`config.mk`:
```
export PLATFORM = sky130hd
export DESIGN_NAME = chain_frame_codec
export DESIGN_NICKNAME = d
export VERILOG_FILES = /design/src/rtl/chain_frame_codec.sv
export SDC_FILE = /design/constraint.sdc
export NUM_CORES = 1
export LEC_CHECK = 0
export CAP_MARGIN = 20
export CORE_MARGIN = 1.5
export CORE_UTILIZATION = 36
export DETAILED_ROUTE_END_ITERATION = 16
export DONT_BUFFER_PORTS = 1
export HOLD_SLACK_MARGIN = 0.15
export PLACE_DENSITY = 0.6
export REMOVE_ABC_BUFFERS = 1
export SLEW_MARGIN = 25
export SYNTH_ARGS = -nofsm -noshare
export SYNTH_HDL_FRONTEND = slang
export SYNTH_SLANG_ARGS = --single-unit
```
`constraint.sdc`:
```
create_clock -name clk -period 2.45 [get_ports clk]
set_input_delay 0.49 -clock clk [delete_from_list [all_inputs] [get_ports clk]]
set_output_delay 0.49 -clock clk [all_outputs]
set_load 0.005 [all_outputs]
```
`src/rtl/chain_frame_codec.sv`:
```
module chain_frame_codec #(
  parameter logic [7:0] POLY = 8'h2F
) (
  input  logic        clk,
  input  logic        rst_n,
  input  logic        tx_valid_i,
  input  logic [4:0]  tx_dev_i,
  input  logic [5:0]  tx_reg_i,
  input  logic [7:0]  tx_data_i,
  input  logic        tx_bcast_i,
  output logic        tx_valid_o,
  output logic [31:0] tx_frame_o,
  output logic [31:0] idle_word_o,
  input  logic        rx_valid_i,
  input  logic [31:0] rx_frame_i,
  output logic        rx_valid_o,
  output logic [4:0]  rx_dev_o,
  output logic [4:0]  rx_dev_idx_o,
  output logic [3:0]  rx_chan_o,
  output logic [11:0] rx_result_o,
  output logic [5:0]  rx_reg_o,
  output logic [7:0]  rx_data_o,
  output logic        rx_crc_err_o
);

  function automatic logic [7:0] span_crc(input logic [21:0] span);
    logic [7:0] r;
    r = '0;
    for (int i = 21; i >= 8; i--) begin
      if (r[7] ^ span[i]) r = {r[6:0], 1'b0} ^ POLY;
      else                r = {r[6:0], 1'b0};
    end
    return r ^ span[7:0];
  endfunction

  function automatic logic [31:0] pack_write(input logic [4:0] dev, input logic [5:0] rsel,
                                             input logic [7:0] val, input logic bc);
    logic [31:0] f;
    f = {dev, rsel, val, bc, 12'h000};
    f[10:3] = span_crc({1'b0, f[31:11]});
    f[2:0]  = 3'b010;
    return f;
  endfunction

  logic [31:0] tx_next;
  logic        rx_bad;
  logic        unused_tail;

  assign tx_next     = pack_write(tx_dev_i, tx_reg_i, tx_data_i, tx_bcast_i);
  assign idle_word_o = pack_write(5'h1F, 6'h00, 8'h00, 1'b0);
  assign rx_bad      = span_crc(rx_frame_i[31:10]) != rx_frame_i[9:2];
  assign unused_tail = ^rx_frame_i[1:0];

  always_ff @(posedge clk) begin
    if (!rst_n) begin
      tx_valid_o <= 1'b0;
      tx_frame_o <= '0;
    end else begin
      tx_valid_o <= tx_valid_i;
      if (tx_valid_i) tx_frame_o <= tx_next;
    end
  end

  always_ff @(posedge clk) begin
    if (!rst_n) begin
      rx_valid_o   <= 1'b0;
      rx_dev_o     <= '0;
      rx_dev_idx_o <= '0;
      rx_chan_o    <= '0;
      rx_result_o  <= '0;
      rx_reg_o     <= '0;
      rx_data_o    <= '0;
      rx_crc_err_o <= 1'b0;
    end else begin
      rx_valid_o <= rx_valid_i;
      if (rx_valid_i) begin
        rx_dev_o     <= rx_frame_i[31:27];
        rx_dev_idx_o <= {rx_frame_i[27], rx_frame_i[28], rx_frame_i[29],
                         rx_frame_i[30], rx_frame_i[31]};
        rx_chan_o    <= rx_frame_i[26:23];
        rx_result_o  <= rx_frame_i[22:11];
        rx_reg_o     <= rx_frame_i[26:21];
        rx_data_o    <= rx_frame_i[20:13];
        rx_crc_err_o <= rx_bad;
      end
    end
  end

endmodule

```
# Word level (Yosys, flattened, before mapping)
# Index checks and enable logic that the tools add are counted.
[word_totals] out_inout_bits=107 in_bits=56 word_cells=90 regBits=72
[classes] eq_ne=1 bitwise=52 n_mux=27
[op_table] operator="$mux 6" n=27
[op_table] operator="$not 5->5" n=25
[op_table] operator="$xor 1x1->1" n=21
[op_table] operator="$xor 8x8->8" n=2
[op_table] operator="$ne 8x8->1" n=1
[op_table] operator="$xor 1x1->1 const A" n=4

# Logic depth before layout (Yosys ltp)
# Gate-level depths: netlist of the first run.
[depth] depth_word=29 mapped_depth=8 ltp_nobuf=7

# Least setup slack after synthesis of the first run
# No wires, ideal clock.
[synth_path] path_kind="in2reg" startpoint="in rx_frame_i[29]" endpoint="reg rx_crc_err_o" required_ns=2.326 path_buffers=1 path_stages=7 setup_time_ns=0.124 arrival_time_ns=2.155 slack_ns=0.171 path_cell_list="buf_2 -> xnor2_1 -> xnor3_1 -> xnor3_1 -> or3_1 -> nand2_1 -> a31oi_1"
[synth_via] elab_chain_cells=21
[synth_lines] item="start, declared" line="15" text="input logic [31:0] rx_frame_i,"
[synth_lines] item="$xor 1x1->1 (*)" line="30" text="if (r[7] ^ span[i]) r = {r[6:0], 1'b0} ^ POLY;"
[synth_lines] item="$mux 6 (*)" line="30"
[synth_lines] item="$not 5->5 (no line)"
[synth_lines] item="$mux 6" line="30"
[synth_lines] item="$not 5->5 (no line)"
[synth_lines] item="$mux 6" line="30"
[synth_lines] item="$not 5->5 (no line)"
[synth_lines] item="$mux 6 (2 in a row)" line="30"
[synth_lines] item="[... 4 more ...]"
[synth_lines] item="$not 5->5 (no line)"
[synth_lines] item="$mux 6" line="30"
[synth_lines] item="$not 5->5 (no line)"
[synth_lines] item="$mux 6" line="30"
[synth_lines] item="$not 5->5 (no line)"
[synth_lines] item="$mux 6" line="30"
[synth_lines] item="$xor 8x8->8 (*)" line="33" text="return r ^ span[7:0];"
[synth_lines] item="$ne 8x8->1 (*)" line="51" text="assign rx_bad = span_crc(rx_frame_i[31:10]) != rx_frame_i[9:2];"
[synth_lines] item="end signal, assigned" line="84" text="rx_crc_err_o <= rx_bad;"
[synth_lines] item="end, declared" line="23" text="output logic rx_crc_err_o"
# Mark *: on every way between the ends. The rest lies on a longest branch, timed or not.
# A chain may end at the register's enable or synchronous reset.

# Worst setup path after layout of the first run
[layout_path] startpoint="in tx_reg_i[5]" endpoint="reg tx_frame_o[7]"
[layout_via] elab_chain_cells=12
[layout_lines] item="start, declared" line="8" text="input logic [5:0] tx_reg_i,"
[layout_lines] item="$xor 1x1->1 (*)" line="30"
[layout_lines] item="$mux 6 (*)" line="30"
[layout_lines] item="$xor 1x1->1" line="30"
[layout_lines] item="$mux 6" line="30"
[layout_lines] item="$not 5->5 (no line)"
[layout_lines] item="$mux 6" line="30"
[layout_lines] item="$not 5->5 (no line)"
[layout_lines] item="$mux 6" line="30"
[layout_lines] item="$not 5->5 (no line)"
[layout_lines] item="$mux 6 (*) (2 in a row)" line="30"
[layout_lines] item="$xor 8x8->8 (*)" line="33"
[layout_lines] item="end signal, assigned" line="60" text="if (tx_valid_i) tx_frame_o <= tx_next;"
[layout_lines] item="end, declared" line="12" text="output logic [31:0] tx_frame_o,"
# Marked as above.

==> summary by stage, run 1 <==
Finish
Leaving out fill and tap cells, the most frequent cell in the layout is xnor2_1. The finished layout cell area is 3310 um^2. In the final layout, the multi-input gates occupy 1950 um^2. The post-route non-filler standard cell count is 418. Leaving out fill and tap cells, the most frequent cells in the layout are xnor2_1, dfxtp_1, mux2i_1, nor2b_1, conb_1. The total area of sequential cells is 1060 um^2.

Relative to the synthesized area, the layout overhead comes to -1.42%. The number of antenna diodes is 0. The final layout contains 362 nets.

Of the cells placed in the final design, the portion with a size suffix greater than 1 is 6.19%. The fill cell total of the finished layout is 952.

Global route
The first global-routing pass estimated 9.18 mm of wire. The total grt overflow is 0. For this run, the total global-route usage over all layers was measured as 11.9%. The via count of the first global-routing pass is 1892. The largest net degree at the start of global routing is 54. The number of antenna violations at the first check in global routing is 0.

Place
The global placement routability congestion is 0.719. The placed cell area is 3190 um^2. During placement, the flow inserted port buffers numbering 0. The post-place setup slack is 0.113 ns.

Including well taps, the total number of placed cells is 410. The post-detailed-placement half-perimeter wirelength is 4.73 mm.

Synthesis
The synthesized-area fraction occupied by ao, oa, aoi and oai cells is 1.57%. The fraction of the mapped netlist area in adder cells is 0%. The sequential element share of the synthesized area is 31.6%. After synthesis, the mean cell area works out to 10.2 um^2.

The number of flops mapped to enable cells by yosys is 0. The portion of synthesized area spent on multiplexers is 14.7%. The number of warnings printed during yosys synthesis is 0. The synthesized netlist devotes 11.0% of its cell area to simple gates. The dominant combinational cell family by area after synthesis is XOR/XNOR gates. After synthesis, the share of flip-flops with an asynchronous set or reset is 0%. The area share of the largest cell type after synthesis is 31.6%. The area of the mapped netlist is 3360 um^2. After synthesis the netlist holds a flip-flop and latch count of 53. By area the synthesized netlist is led by dfxtp_1, xnor2_1, mux2i_1, buf_4, nor2b_1.

The number of instances in the synthesized netlist is 329. Summed over all instances, the cell type with the most area after synthesis is dfxtp_1. Among all flip-flop cells after synthesis, the most frequent one is dfxtp_1. The number of distinct standard cells referenced by the synthesized netlist is 28. The parity-gate share of the synthesized area counting xor and xnor cells is 27.1%.

Worst setup path
Tracing the worst setup path back leads to its startpoint at tx_reg_i[5]. STA classifies the critical path endpoint as a register. In this run the critical register-to-register path is captured at rx_result_o[10]$_SDFFE_PN0P_. The number of cells on the worst reg-to-reg path is 2.

The most numerous cell type found on the critical path is xnor2_1. The slowest stage cell on the critical path is xor3_2. Together, buffers and inverters on the worst path number 0. The timing endpoint of the critical path is tx_frame_o[7]$_SDFFE_PN0P_.

The largest fanout on the critical path is 4. Across all register-to-register paths, the minimum setup slack is 1.78 ns. The count of cell instances traversed by the critical path is 7.

The element type at the critical path start is a primary input. The critical path class is primary input to register. The category of cells accounting for the largest share of critical-path delay is XOR/XNOR gates.

The delay contributed by the slowest stage of the critical path is 0.49 ns. In this run the critical register-to-register path is launched from rx_result_o[10]$_SDFFE_PN0P_. The arrival time reported for the critical path endpoint is 2.18 ns. Traced cell by cell, the critical path runs through xnor3_2 > xor3_2 > xnor2_1 > xnor2_1 > xnor2_1 > mux2i_1 > nor2b_1. STA puts the critical path data required time at 2.65 ns.

Pwr
The power per cell area is 730 nW/um^2. In this run the static leakage power is 1.40 nW. The worst-case IR drop observed on VDD is 0.323 mV.

Detailed routing
Before antenna repair, the detailed router went through 4 iterations. The count of nets left with antenna violations once routing finished came out at 0. The per-cell routed wire length is 14.6 um. The total wirelength of the detailed-routed design is 6.10 mm. The post-route DRC violation count is 0. After the first detailed-routing iteration, the DRC count stood at 16.

The number of vias after detailed routing is 1869. The vias per cell is 4.47.

Timing
Setup repair after global routing left no endpoint under its margin. The number of endpoints failing setup at the final stage is 0. The number of endpoints with negative hold slack in the final report is 0.

The final worst setup slack is 0.466 ns. The share of the cycle needed by the critical path after routing is 81.0%. The time the worst path needs with I/O delays and setup is 1.98 ns. On the final layout, the worst clock skew is 0 ns. In the final timing run, aggregate negative setup slack is 0 ns. The max-slew violation count is 0. The achievable frequency is 504 MHz.

Die
The die width is 99.5 um. Once the floorplan was initialized, standard cells occupied 36.7% of the core. The floorplan has 35 rows.

The core region is 9150 um^2. The die height is 99.5 um. For this design the top-level I/O count stands at 163. The total die area is 9910 um^2.

CTS
TritonCTS built the clock tree. The clock insertion delay at the later pin of the skew report is 0.30 ns. The number of setup buffers added after CTS is 0. The clock net sink count is 53. After clock tree synthesis, the flow added hold-fix buffers numbering 0. The maximum buffer depth of the clock tree is 2. The number of levels the H-tree was split into is 2.

Counting the buffers created by CTS gives 5. In this run the clock root is driven by a clkbuf_8. After clock tree synthesis, the clock-pin slew on the worst setup and hold paths is 0.09 ns.

Post-CTS repair changed the size of 0 cells.

Outcome
The flow ran to the end, and the final reports show no timing, DRC or antenna violations.

Worst hold path
The min-delay analysis places its worst path in the category primary input to register.

Job
The tool flagged a number of max-cap violations equal to 0.
-- synthesized netlist by cell type (all sizes together) (2+ instances only) --
library cell	number
nand3	2
and2	2
conb	2
mux2i	48
or2	2
nor2b	47
xnor2	67
nand2	6
clkbuf	9
xnor3	7
buf	59
dfxtp	53
o21ai	2
o211a	2
xor2	13
-- area by class of cell --
cell class / count / share of cell area (%)
clock buffers: 7 / 2.61
clock inverters: 1 / 0.908
multi-input cells: 241 / 59.1
flip-flops and latches: 53 / 32.1
well taps: 111 / 4.20
repair buffers: 5 / 1.13
-- cells by family after synthesis --
| kind of cell | count (synthesis) |
|---|---|
| xor gates and xnor gates | 88 |
| buffers and inverters | 68 |
| and+or+nand+nor | 62 |
| DFF | 53 |
| muxes | 49 |
| AOI/OAI and AO/OA | 7 |
| other | 2 |
-- state kept, by name (all words and copies together) (netlist names) --
| signal | count |
|---|---|
| rx_dev_o | 4 |
| rx_result_o | 11 |
| rx_reg_o | 1 |
| rx_crc_err_o | 1 |
| rx_chan_o | 4 |
| rx_dev_idx_o | 1 |
| tx_frame_o | 29 |
| tx_valid_o | 1 |
| rx_valid_o | 1 |
-- metrics by stage --
step	hold WS, ns	utilization [%]	total power (W)
floorplan	0.464	-	0.00171
global placement	0.479	34.9	0.00182
detailed placement	0.492	34.9	0.00184
CTS	0.290	36.1	0.00247
global route	0.284	36.1	0.00258
finish	0.308	36.1	0.00241
-- report_power, final --
part / switching, W / internal, W
clock network: 0.000280 / 0.000334
registers: 0.0000729 / 0.000943
logic: 0.000328 / 0.000457
-- layer usage --
layer | wire length [um] | vias up | GRT usage (%)
li1 | - | 912 | -
met2 | 3020 | 115 | 21.4
met1 | 2240 | 840 | 11.9
met4 | 10 | 0 | 2.71
met3 | 832 | 2 | 6.75
met5 | 0 | - | 0
-- worst min path at each step --
stage | from | cells past startpoint | slack, ns | endpoint
2_1_floorplan | tx_frame_o[1]$_SDFFE_PN0P_ | 1 | 0.46 | tx_frame_o[1]$_SDFFE_PN0P_
3_3_place_gp | tx_frame_o[1]$_SDFFE_PN0P_ | 1 | 0.48 | tx_frame_o[1]$_SDFFE_PN0P_
3_5_place_dp | tx_frame_o[1]$_SDFFE_PN0P_ | 1 | 0.49 | tx_frame_o[1]$_SDFFE_PN0P_
4_1_cts | tx_valid_i | 1 | 0.29 | tx_frame_o[1]$_SDFFE_PN0P_
5_1_grt | tx_valid_i | 1 | 0.28 | tx_frame_o[1]$_SDFFE_PN0P_
6_report | tx_valid_i | 1 | 0.31 | tx_frame_o[1]$_SDFFE_PN0P_
Note: power is estimated with default switching activity, not from simulation.
==> inputs of run 2 (changes only) <==
clock period = 2.1 ns   (was 2.45 ns; I/O delays follow)
==> run 2 against run 1 <==
Effect of this change:
- critical path depth stayed put
- critical endpoint is now tx_frame_o[6]$_SDFFE_PN0P_
- register-to-register slack worse by 0.36 ns
- setup slack worse by 0.28 ns
- clock skew stayed put
- via count is 0.43% higher
- critical path type unchanged
- largest power group unchanged
- highest routed layer unchanged
==> summary by stage, run 2 (synthesized netlist as in run 1, its figures left out) <==
Finish
The most common cell after layout, fill and taps aside is xnor2_1 (unchanged). The flip-flop count of the largest register, all copies and words added is 29 (unchanged). The proportion of layout cells with a drive suffix above 1 is 6.49% (was 6.19%). Most used cells in the layout excluding fill and tap cells: xnor2_1, dfxtp_1, mux2i_1, nor2b_1, conb_1 (unchanged). The end-of-flow core utilization is 36.0% (was 36.1%).

The net count reported at finish is 364 (was 362). The number of antenna diodes came to 0 (unchanged). The growth of design area from synthesis to finish came to -1.86% (was -1.42%). The register containing the most flip-flops in the final layout is tx_frame_o (unchanged). Largest registers: tx_frame_o: 29 flops, rx_result_o: 11 flops (unchanged).

Global route
The total routing resource utilization after global routing is 11.8% (was 11.9%). The global-route wire length before repair is 9.18 mm (unchanged). The number of antenna violations at the first check in global routing came to 0 (unchanged). The total grt overflow is 0 (unchanged). The via count of the first global-routing pass is 1955 (was 1892). The largest net degree at the start of global routing is 54 (unchanged).

Worst setup path
The endpoint class of the critical path was a register (unchanged). The critical path class is primary input to register (unchanged). The number of buffer and inverter stages on the critical path is 0 (unchanged). CP cell instances: xnor3_2 > xor3_2 > xnor2_1 > xnor2_1 > xnor2_1 > mux2i_1 > nor2b_1 (unchanged).

The required time reported for the critical path endpoint is 2.30 ns (was 2.65 ns). The most prevalent standard cell on the critical path is xnor2_1 (unchanged). The largest fanout on the critical path is 4 (unchanged). The setup slack of the most critical reg-to-reg path is 1.42 ns (was 1.78 ns). The slowest stage cell on the critical path is xor3_2 (unchanged). The element type at the critical path start is a primary input (unchanged). The category of cells accounting for the largest share of critical-path delay is XOR/XNOR gates (unchanged). The delay contributed by the slowest stage of the critical path is 0.49 ns (about the same). The arrival time reported for the critical path endpoint is 2.11 ns (was 2.18 ns).

Detailed routing
The total wirelength of the detailed-routed design is 5.98 mm (was 6.10 mm). The vias per cell came to 4.48 (was 4.47). The per-cell routed wire length is 14.3 um (was 14.6 um). The number of detailed-routing iterations run before antenna repair is 2 (was 4). The residual antenna-violating net count after detailed routing is 0 (unchanged). The post-route DRC violation count is 0 (unchanged). The number of vias after detailed routing came to 1877 (was 1869). The starting DRC count in detailed routing is 17 (was 16).

Job
The number of violations of the max-capacitance limit is 0 (unchanged).

Timing
The number of endpoints with negative hold slack in the final report is 0 (unchanged). The number of endpoints failing setup at the final stage is 0 (unchanged). The share of the cycle needed by the critical path after routing is 91.3%. The clock tree skew after final layout was 0 ns (unchanged). The final worst setup slack is 0.184 ns (was 0.466 ns). Timing would allow up to 522 MHz.

Subtracting the final worst setup slack from the clock period gives 1.92 ns. Unrepaired setup endpoints after global routing: false (unchanged). The max-slew violation count is 0 (unchanged). The tightest hold margin was 0.239 ns (was 0.308 ns).

Place
The post-detailed-placement half-perimeter wirelength was 4.68 mm (was 4.73 mm). The global placement routability congestion is 0.707 (was 0.719). The count of buffers from port buffering is 0 (unchanged).

The post-place setup slack was -0.154 ns (was 0.113 ns).

CTS
The maximum buffer depth of the clock tree is 2 (unchanged). The number of buffers created by CTS is 5 (unchanged). The clock insertion delay at the later pin of the skew report is 0.29 ns (was 0.30 ns). The number of levels the H-tree was split into is 2 (unchanged). The count of instances resized after the clock tree is built came to 0 (unchanged). The TritonCTS clock tree is built (unchanged). The root cell of the clock tree is clkbuf_8 (unchanged). The cts-stage hold buffer count is 0 (unchanged). The number of setup buffers added after CTS came to 0 (unchanged). The clock transition at the register clock pins on the worst setup and hold paths after CTS is 0.09 ns (about the same). The clock net sink count is 53 (unchanged).

Pwr
The total leakage power is 1.39 nW (was 1.40 nW). The power per cell area is 818 nW/um^2 (was 730 nW/um^2). The highest ir drop seen on vdd is 0.331 mV (was 0.323 mV).

Die
The die height was 99.5 um (unchanged). The boundary pin count is 163 (unchanged). The total die area is 9910 um^2 (unchanged).

The die width was 99.5 um (unchanged). The number of rows created at floorplan is 35 (unchanged). The placeable core region is 9150 um^2 (unchanged). The effective utilization at floorplan is 36.7% (unchanged).

Outcome
Run status: finished, final reports clean (unchanged).

Worst hold path
The path type of the worst min-delay path is primary input to register (unchanged).
run 2: layout make-up:
cell class              instances  area (um^2)
clock buffers                   7         86.3
well taps                     111          139
flip-flops and latches         53         1060
repair buffers                  7         52.6
multi-input cells             241         1950
fillers                       950         5860
run 2: per-stage QoR:
step                      cell area (um^2)  power (W)  cells  TNS, ns
after detailed placement              3210    0.00216    412   -0.491
after CTS                             3290    0.00275    419        0
final                                 3290    0.00269    419        0
after floorplan                       3020    0.00199    294  -0.0379
after global placement                3210    0.00213    412   -0.344
after global routing                  3290    0.00289    419        0
run 2: report_power, final:
| group | total (W) | switching [W] | internal, W | leakage [nW] |
|---|---|---|---|---|
| combinational | 0.000932 | 0.000387 | 0.000546 | 0.909 |
| sequential | 0.00118 | 0.0000843 | 0.00110 | 0.438 |
| clock | 0.000576 | 0.000314 | 0.000263 | 0.0443 |
run 2: final timing paths:
path | from | cells past startpoint | to
worst max-delay path | tx_reg_i[5] | 7 | tx_frame_o[6]$_SDFFE_PN0P_
worst min-delay path | tx_valid_i | 1 | tx_frame_o[1]$_SDFFE_PN0P_
worst max register to register | rx_crc_err_o$_SDFFE_PN0P_ | 2 | rx_crc_err_o$_SDFFE_PN0P_
worst min register to register | tx_frame_o[1]$_SDFFE_PN0P_ | 1 | tx_frame_o[1]$_SDFFE_PN0P_
run 2: per-layer routing:
metal | up-vias | routed length, um | track usage (%)
li1 | 912 | - | -
met1 | 852 | 2170 | 11.9
met2 | 110 | 2950 | 21.3
met3 | 3 | 833 | 6.54
met4 | 0 | 19 | 3.03
met5 | - | 0 | 0
==> inputs of run 3 (changes only) <==
==> constraint.sdc (replaced) <==
create_clock -name clk -period 2.1 [get_ports clk]
set_input_delay 0.21 -clock clk [delete_from_list [all_inputs] [get_ports clk]]
set_output_delay 0.21 -clock clk [all_outputs]
set_load 0.005 [all_outputs]
==> run 3 against run 2 <==
Effect of this change:
- total power up 9.6%
- register-to-register slack worse by 0.48 ns
- critical path type unchanged
- largest cell class unchanged
- design area up 15%
- global-route usage up 1.9 points
- die area unchanged
- sequential share of layout area down 4.3 points
- non-clock buffer count up 44
- critical path depth unchanged
- wire length up 15%
- setup slack better by 0.24 ns
- hold slack worse by 0.044 ns
- clock power up 27%
==> summary by stage, run 3 (synthesized netlist as in run 1, its figures left out) <==
Timing
The clock tree skew after final layout is 0 ns (unchanged). The number of endpoints failing setup at the final stage came to 0 (unchanged). The achievable frequency is 595 MHz (was 522 MHz).

The final worst setup slack is 0.419 ns (was 0.184 ns). The max-slew violation count came to 0 (unchanged). The number of endpoints with negative hold slack in the final report is 0 (unchanged).

The sum of negative setup slack is 0 ns (unchanged). The share of the cycle needed by the critical path after routing is 80.1% (was 91.3%). Unrepaired setup endpoints after global routing: false (unchanged). The time the worst path needs with I/O delays and setup is 1.68 ns (was 1.92 ns).

Die
The placeable core region is 9150 um^2 (unchanged). The number of rows created at floorplan is 35 (unchanged). The die height is 99.5 um (unchanged). The effective utilization at floorplan is 36.7% (unchanged). The total die area is 9910 um^2 (unchanged). The die width is 99.5 um (unchanged). The boundary pin count is 163 (unchanged).

Worst setup path
The endpoint class of the critical path is a register (unchanged). The largest fanout on the critical path is 4 (unchanged). The required time reported for the critical path endpoint is 2.35 ns (was 2.30 ns).

The arrival time reported for the critical path endpoint is 1.93 ns (was 2.11 ns). The element type at the critical path start is a primary input (unchanged). The setup slack of the most critical reg-to-reg path is 0.94 ns (was 1.42 ns).

The critical path class is primary input to register (unchanged).

Detailed routing
The residual antenna-violating net count after detailed routing is 0 (unchanged). The vias per cell is 4.51 (was 4.48). The number of vias after detailed routing is 2094 (was 1877). The total wirelength of the detailed-routed design is 6.85 mm (was 5.98 mm). The post-route DRC violation count is 0 (unchanged).

The per-cell routed wire length was 14.8 um (was 14.3 um). The starting DRC count in detailed routing is 13 (was 17). The number of detailed-routing iterations run before antenna repair is 3 (was 2).

Finish
The end-of-flow core utilization is 41.5% (was 36.0%). The growth of design area from synthesis to finish is 13.2% (was -1.86%). The flip-flop count of the largest register, all copies and words added is 29 (unchanged).

The most common cell after layout, fill and taps aside is xnor2_1 (unchanged). Most used cells in the layout excluding fill and tap cells: xnor2_1, dfxtp_1, mux2i_1, nor2b_1, dlygate4sd3_1 (was xnor2_1, dfxtp_1, mux2i_1, nor2b_1, conb_1). The number of antenna diodes is 0 (unchanged). The proportion of layout cells with a drive suffix above 1 is 6.80% (was 6.49%). Largest registers: tx_frame_o: 29 flops, rx_result_o: 11 flops (unchanged). The net count reported at finish came to 408 (was 364). The register containing the most flip-flops in the final layout was tx_frame_o (unchanged).

CTS
The clock net sink count was 53 (unchanged). The number of buffers created by CTS is 5 (unchanged). The number of setup buffers added after CTS came to 0 (unchanged). The count of instances resized after the clock tree is built is 0 (unchanged).

The clock transition at the register clock pins on the worst setup and hold paths after CTS is 0.11 ns (was 0.09 ns). The clock insertion delay at the later pin of the skew report is 0.29 ns (about the same). The maximum buffer depth of the clock tree is 2 (unchanged). The number of levels the H-tree was split into is 2 (unchanged). The root cell of the clock tree is clkbuf_8 (unchanged).

The TritonCTS clock tree was built (unchanged). The cts-stage hold buffer count is 45 (was 0).

Global route
The via count of the first global-routing pass came to 2186 (was 1955). The total routing resource utilization after global routing is 13.8% (was 11.8%). The total grt overflow is 0 (unchanged). The global routing usage on met3 was 6.25% (was 6.54%). The most heavily used metal layer in global routing is met2 (unchanged).

The met1 track demand over resource came to 14.3% (was 11.9%). The number of antenna violations at the first check in global routing is 0 (unchanged). The met2 track demand over resource is 25.1% (was 21.3%). The largest net degree at the start of global routing is 53 (was 54). The global-route wire length before repair is 10.6 mm (was 9.18 mm).

Pwr
The highest ir drop seen on vdd is 0.345 mV (was 0.331 mV). The overall power is 0.00295 W (was 0.00269 W). The power per cell area was 777 nW/um^2 (was 818 nW/um^2). The total leakage power is 1.60 nW (was 1.39 nW).

Job
The number of violations of the max-capacitance limit was 0 (unchanged).

Worst hold path
The path type of the worst min-delay path is primary input to register (unchanged).

Place
The global placement routability congestion was 0.722 (was 0.707). The post-place setup slack was 0.0614 ns (was -0.154 ns). The post-detailed-placement half-perimeter wirelength is 4.67 mm (was 4.68 mm). The count of buffers from port buffering was 0 (unchanged).

Outcome
Run status: finished, final reports clean (unchanged).
-- run 3: cell count changes in the layout (fill, tap and decap cells not counted), sizes merged --
| cell | delta |
|---|---|
| dlygate4sd3 | +42 |
| clkinvlp | +1 |
| buf | +2 |
| clkbuf | -1 |
| bufinv | +1 |
-- run 3: critical path, cell delays in order --
cell and delay [ns]:
xnor3_2 0.43, xor3_2 0.49, xnor2_1 0.18, xnor2_1 0.27, xnor2_1 0.16, mux2i_1 0.08
nor2b_1 0.11
-- run 3: area by class of cell --
cell class	instances	area [um^2]
Clock buffer	6	82.6
Clock inverter	2	37.5
Tap cell	111	139
Fill cell	897	5350
Timing Repair Buffer	51	526
Multi-Input combinational cell	241	1950
Sequential cell	53	1060
-- run 3: metrics by stage --
step                      cell area [um^2]  hold slack, ns  cells
after floorplan                       3020           0.320    294
final                                 3800           0.195    464
after CTS                             3800           0.172    464
after global placement                3200           0.329    411
after global routing                  3800           0.181    464
after detailed placement              3200           0.337    411
-- run 3: report_power, final --
group	total, W	switching, W	internal (W)
Sequential	0.00119	0.0000858	0.00110
Clock	0.000734	0.000346	0.000388
Combinational	0.00103	0.000435	0.000597
Total	0.00295	0.000867	0.00208
-- run 3: worst paths after layout --
path | start | end | cells past startpoint
setup / recovery | tx_reg_i[5] | tx_frame_o[6]$_SDFFE_PN0P_ | 7
hold / removal | rx_valid_i | rx_crc_err_o$_SDFFE_PN0P_ | 2
setup reg to reg | tx_frame_o[1]$_SDFFE_PN0P_ | tx_frame_o[1]$_SDFFE_PN0P_ | 2
hold reg to reg | tx_frame_o[4]$_SDFFE_PN0P_ | tx_frame_o[4]$_SDFFE_PN0P_ | 1
-- run 3: routing by layer --
layer,vias up,routed length [um]
li1,1008,-
met1,966,2670
met2,112,3360
met3,8,736
met4,0,76
met5,-,0
